File: src/rtl/dualmode_mul.sv
module dualmode_mul #(
  parameter int W     = 16,
  parameter int ACC_W = 40
) (
  input  logic             clk,
  input  logic             rst_n,
  input  logic             acc_go,
  input  logic [W-1:0]     acc_a,
  input  logic [W-1:0]     acc_b,
  input  logic             acc_a_sgn,
  input  logic             acc_b_sgn,
  input  logic             acc_frac,
  output logic             acc_vld,
  output logic [ACC_W-1:0] acc_res,
  input  logic             int_go,
  input  logic             int_byte,
  input  logic [W-1:0]     int_a,
  input  logic [W-1:0]     int_b,
  input  logic             int_a_sgn,
  input  logic             int_b_sgn,
  output logic             int_vld,
  output logic [2*W-1:0]   int_res
);
  localparam int XW = W + 1;
  localparam int PW = 2 * XW;
  localparam int BW = W / 2;
  localparam logic [W-1:0]     MINV  = {1'b1, {(W-1){1'b0}}};
  localparam logic [ACC_W-1:0] Q_ONE = {{(ACC_W-1){1'b0}}, 1'b1} << (2*W-1);

  logic signed [XW-1:0] acc_xa, acc_xb, int_xa, int_xb;
  logic signed [PW-1:0] acc_prod, acc_scaled, int_prod;
  logic [ACC_W-1:0]     acc_nxt;
  logic [2*W-1:0]       int_nxt;

  // one extra top bit carries sign or zero, so one signed array covers all sign mixes
  assign acc_xa = {acc_a_sgn & acc_a[W-1], acc_a};
  assign acc_xb = {acc_b_sgn & acc_b[W-1], acc_b};
  assign acc_prod   = acc_xa * acc_xb;
  assign acc_scaled = acc_frac ? (acc_prod <<< 1) : acc_prod;
  assign acc_nxt    = {{(ACC_W-PW){acc_scaled[PW-1]}}, acc_scaled};

  assign int_xa = int_byte ? {{(XW-BW){int_a_sgn & int_a[BW-1]}}, int_a[BW-1:0]}
                           : {int_a_sgn & int_a[W-1], int_a};
  assign int_xb = int_byte ? {{(XW-BW){int_b_sgn & int_b[BW-1]}}, int_b[BW-1:0]}
                           : {int_b_sgn & int_b[W-1], int_b};
  assign int_prod = int_xa * int_xb;
  assign int_nxt  = int_byte ? {{W{1'b0}}, int_prod[W-1:0]} : int_prod[2*W-1:0];

  always_ff @(posedge clk) begin
    if (!rst_n) begin
      acc_vld <= 1'b0;
      acc_res <= '0;
    end else begin
      acc_vld <= acc_go;
      if (acc_go) acc_res <= acc_nxt;
    end
  end

  always_ff @(posedge clk) begin
    if (!rst_n) begin
      int_vld <= 1'b0;
      int_res <= '0;
    end else begin
      int_vld <= int_go;
      if (int_go) int_res <= int_nxt;
    end
  end

  always_comb begin
    if (rst_n) begin
      assert_int_fit_R9: assert (int_prod[PW-1] == int_prod[PW-2]);
    end
  end

  assert_acc_vld_R2: assert property (@(posedge clk) disable iff (!rst_n)
    acc_go |=> acc_vld);
  assert_acc_idle_R2: assert property (@(posedge clk) disable iff (!rst_n)
    !acc_go |=> (!acc_vld && $stable(acc_res)));
  assert_uns_pos_R3: assert property (@(posedge clk) disable iff (!rst_n)
    (acc_go && !acc_a_sgn && !acc_b_sgn && !acc_frac) |=> !acc_res[ACC_W-1]);
  assert_frac_lsb_R5: assert property (@(posedge clk) disable iff (!rst_n)
    (acc_go && acc_frac) |=> !acc_res[0]);
  assert_plus_one_R6: assert property (@(posedge clk) disable iff (!rst_n)
    (acc_go && acc_frac && acc_a_sgn && acc_b_sgn && acc_a == MINV && acc_b == MINV)
      |=> acc_res == Q_ONE);
  assert_int_vld_R7: assert property (@(posedge clk) disable iff (!rst_n)
    int_go |=> int_vld);
  assert_int_idle_R7: assert property (@(posedge clk) disable iff (!rst_n)
    !int_go |=> (!int_vld && $stable(int_res)));
  assert_byte_hi_R8: assert property (@(posedge clk) disable iff (!rst_n)
    (int_go && int_byte) |=> int_res[2*W-1:W] == '0);
endmodule

File: config.mk
export PLATFORM = sky130hd
export DESIGN_NAME = dualmode_mul
export DESIGN_NICKNAME = d
export VERILOG_FILES = /design/src/rtl/dualmode_mul.sv
export SDC_FILE = /design/constraint.sdc
export NUM_CORES = 2
export LEC_CHECK = 0
export BUFFER_PORTS_ARGS = -buffer_cell sky130_fd_sc_hd__buf_4
export CORE_ASPECT_RATIO = 1.5
export CORE_MARGIN = 2
export CORE_UTILIZATION = 35
export DETAILED_ROUTE_END_ITERATION = 12
export SLEW_MARGIN = 20
export SYNTH_ARGS = -nofsm -noshare
export SYNTH_HDL_FRONTEND = slang
export SYNTH_SLANG_ARGS = --single-unit
File: constraint.sdc
create_clock -name clk -period 6.85 [get_ports clk]
set_input_delay 0.3425 -clock clk [delete_from_list [all_inputs] [get_ports clk]]
set_output_delay 0.3425 -clock clk [all_outputs]
set_load 0.01 [all_outputs]
### Word-level counts from Yosys, hierarchy flattened

Cells that the tools add are included.

* bits in registers: 68
* bits in latches: 0
* RAM bits: 0
* memory bits (read-only): 0
* bits of input ports: 74
* output and inout bits: 74
* word-level logic and storage cells: 16
* memories kept: 0

* add/sub/neg operators: 0
* multiply operators: 2
* div/mod/pow operators: 0
* magnitude comparators: 0
* equal/unequal tests: 0
* shifts and indexed selects: 0
* multiplexer cells: 4
* bitwise operators: 6
* reduce and logical (&&, ||, !) cells: 0

Operators with widths (number)
* 17-bit by 17-bit multiplier with 34-bit output: 1
* 17-bit 2-to-1 mux: 2
* 34-bit 2-to-1 mux: 1
* 17-bit by 17-bit multiplier with 32-bit output: 1
* 32-bit 2-to-1 mux: 1
* 1-bit AND: 6

### Logic depth before layout (Yosys ltp)

* depth in word-level cells: 4
* mapped depth: 27
* mapped depth without buffers: 25

### Worst setup path after synthesis

Ideal clock, no wire load.

* kind: input port to flip-flop
* start: input port int_byte
* end: register int_res[31]
* setup time: 0.125 ns
* data arrival time: 6.347 ns
* data required time: 6.725 ns
* path slack: 0.379 ns
* stages on the path: 24
* path buffers: 3
* path through: buf_2 -> buf_1 -> o21ai_1 -> clkbuf_1 -> nand2_1 -> fa_1 -> inv_1 -> fa_1 -> fa_1 -> fa_1 -> fa_1 -> inv_1 -> fa_1 -> inv_1 -> ha_1 -> a21oi_1 -> o21bai_1 -> a21o_1 -> a311oi_1 -> nand2b_1 -> a31oi_1 -> o31a_1 -> o2111ai_1 -> nand3b_1

* word-level cells in the longest chain between the ends: 3
* elaborated cells on any way between the ends: 4
* those cells by class: mul: 1; mux: 3

RTL lines
* from (decl): line 16 `input logic int_byte,`
* 17-bit 2-to-1 mux (on tied branches): line 42, 44
* 17-bit by 17-bit multiplier with 32-bit output: line 46 `assign int_prod = int_xa * int_xb;`
* 32-bit 2-to-1 mux *: line 47 `assign int_nxt = int_byte ? {{W{1'b0}}, int_prod[W-1:0]} : int_prod[2*W-1:0];`
* to (signal assigned): line 65 `if (int_go) int_res <= int_nxt;`
* to (decl): line 22 `output logic [2*W-1:0] int_res`

Mark *: on every way between the ends. The rest lies on a longest branch, timed or not.
A chain may end at the register's enable or synchronous reset.

### Final worst setup path

* start: input port int_byte
* end: register int_res[30]

The elaborated chain is that of the path after synthesis.

==> results.cfg <==
[status]
status = finished, final reports clean

[finish]
drive_above_1_share_pct = 8.68
nFillCells = 7047
fin_nets = 3614
register_area_mm2 = 0.00136
syn_to_final_growth_pct = 10.5
final_cell_mix = 644 x inv_1, 578 x fa_1, 355 x nand2_1
multiInputGateArea_mm2 = 0.0200
final_common_cell = inv_1
antennaDiodeCount = 0
design_area_mm2 = 0.0267
fin_cells = 3700

[timing]
setup_ws_ps = 413
period_share_pct = 94.0
fin_crit_ps = 6440
fmax_mhz = 155
rsz0062_at_grt = no
worst_slew_pin_slew_ps = 823
fin_skew_ps = 0
slew_headroom_pct = 44.5
maxSlewViolCount = 0
setup_viol = 0
finalHoldViolations = 0

[hold_path]
worst_hold_path_type = in2reg

[yosys]
syn_area_per_cell_um2 = 8.98
synthFlopType = dfxtp_1
synthDistinctLibCells = 66
syn_inst = 2693
yosysSeqAreaShare_pct = 5.63
ys.warnings.count = 0
ys_seq_elements = 68
syn-cell-area_mm2 = 0.0242
synth_nets = 3512
synth_edf_count = 0
postSynth.asyncResetShare_pct = 0

[global_route]
first_global_vias = 19900
grt_overflow = 0
grt_pass1_wl_mm = 106
antenna_found_initial = 1
grt_max_degree = 58
grt_usage_pct = 19.1

[clock_network]
clkLatencyLatePin_ps = 360
cts_buffers = 9
cts-htree-levels = 3
cts.sinks = 68
ctsHoldBuffers = 0
clockBufferDepth = 2
cts_resized = 0
cts_tree = built
cts-root-buf = clkbuf_16
clk_pin_slew_ps = 70
postCtsSetupRepairBufs = 0

[place]
place_area_mm2 = 0.0264
port_buffers = 147
preCtsSetupSlack_ps = -153
place_congestion = 0.909
dpl.cell_count = 3684
dp_hpwl_mm = 54.2

[floorplanning]
start_util_pct = 35.2
dieArea_mm2 = 0.0713
rows = 118
die_y_um = 326
coreArea_mm2 = 0.0687
die_x_um = 219
ios = 148

[worst_setup_path]
start_kind = input port
cp_data_required_time_ps = 7100
worstPathMaxFanout = 15
endpoint_kind = register
criticalPathCategory = in2reg
arrival_ps = 6690

[route]
drc = 0
drt_iter0_drc = 691
detail_route.vias_per_cell = 4.79
detail-route-antenna-nets = 0
num_vias = 17700
wl_per_cell_um = 17.2
first_pass_iters = 5
finalWirelength_mm = 63.8

[job]
max_cap_violations = 0
==> Yosys cell counts (11+ instances only) <==
master    count  area (um^2)
a211oi_1     17          128
a21o_1       26          195
a21oi_1      53          265
and2_1      243         1520
and3_1       13         81.3
clkbuf_1     95          357
dfxtp_1      68         1360
fa_1        578        11600
ha_1        167         2090
inv_1       644         2420
mux2i_1      30          300
nand2_1     355         1330
nand2b_1     14         87.6
nand3_1      16         80.1
nor2_1       96          360
nor3_1       11         55.1
o21a_1       11         82.6
o21ai_0      38          190
o21ai_1      24          120
or2_2        11         68.8
xnor2_1      56          490
xor2_1       12          105
==> critical path, cell delays in order <==
cell       delay [ps]
buf_4             170
nand3_1           150
buf_4             180
o21ai_1           320
nand2_1           170
fa_1              540
fa_1              520
fa_1              530
inv_1              60
fa_1              520
inv_1              50
fa_1              460
fa_1              490
inv_1              50
ha_1              350
o2111ai_1         220
a21oi_1            80
nor3_2            260
o221ai_1          330
a311oi_1          520
a21oi_1           150
mux2i_1           170
nand2_1            70
==> layout make-up <==
type | instances | area share, %
multi-input combinational | 1869 | 74.7
inverter | 645 | 9.06
timing repair buffer | 202 | 5.72
sequential | 68 | 5.10
tap | 900 | 4.22
clock buffer | 12 | 0.885
clock inverter | 4 | 0.276
==> metrics by stage <==
stage                     utilization [%]  hold slack (ps)  TNS, ps
after floorplan                         -              470        0
after global placement               38.4              437     -155
after detailed placement             38.4              444     -293
after CTS                            38.9              316        0
after global routing                 38.9              345        0
final                                38.9              345        0
==> sequential cells by signal, summed over array words and instances, names as in the netlist <==
name / cells
acc_res: 34
int_res: 32
acc_vld: 1
int_vld: 1
==> cells by family (layout without fill, tap and decap cells) <==
logic type | Yosys count | in the layout | share of synthesized area (%)
flip-flops | 68 | 68 | 5.63
adder cells (fa/ha/maj) | 745 | 745 | 56.5
XOR/XNOR | 68 | 68 | 2.46
buffers and inverters | 756 | 863 | 11.8
multiplexers | 31 | 31 | 1.30
AND/OR/NAND/NOR | 787 | 787 | 15.6
AO/OA/AOI/OAI | 238 | 238 | 6.64
==> path summary, 6_finish.rpt <==
| kind | startpoint | to | slack, ps | depth (start not counted) |
|---|---|---|---|---|
| max reg2reg | acc_res[33] | acc_res[33] | 5790 | 3 |
| min | int_a[0] | int_res[0] | 350 | 3 |
| min reg2reg | int_res[21] | int_res[21] | 470 | 1 |
| max | int_byte | int_res[30] | 410 | 23 |
==> layer usage <==
metal  share of wire [%]  vias up  GRT usage [%]
li1                    -     8161              -
met1                  38     9048           21.9
met2                  54      412           35.4
met3                 5.8      101           3.57
met4                 2.3        0           5.43
met5                   0        -              0
Power is not shown: default switching activity piles up to over one toggle a cycle in this logic, so the estimate is an artifact.
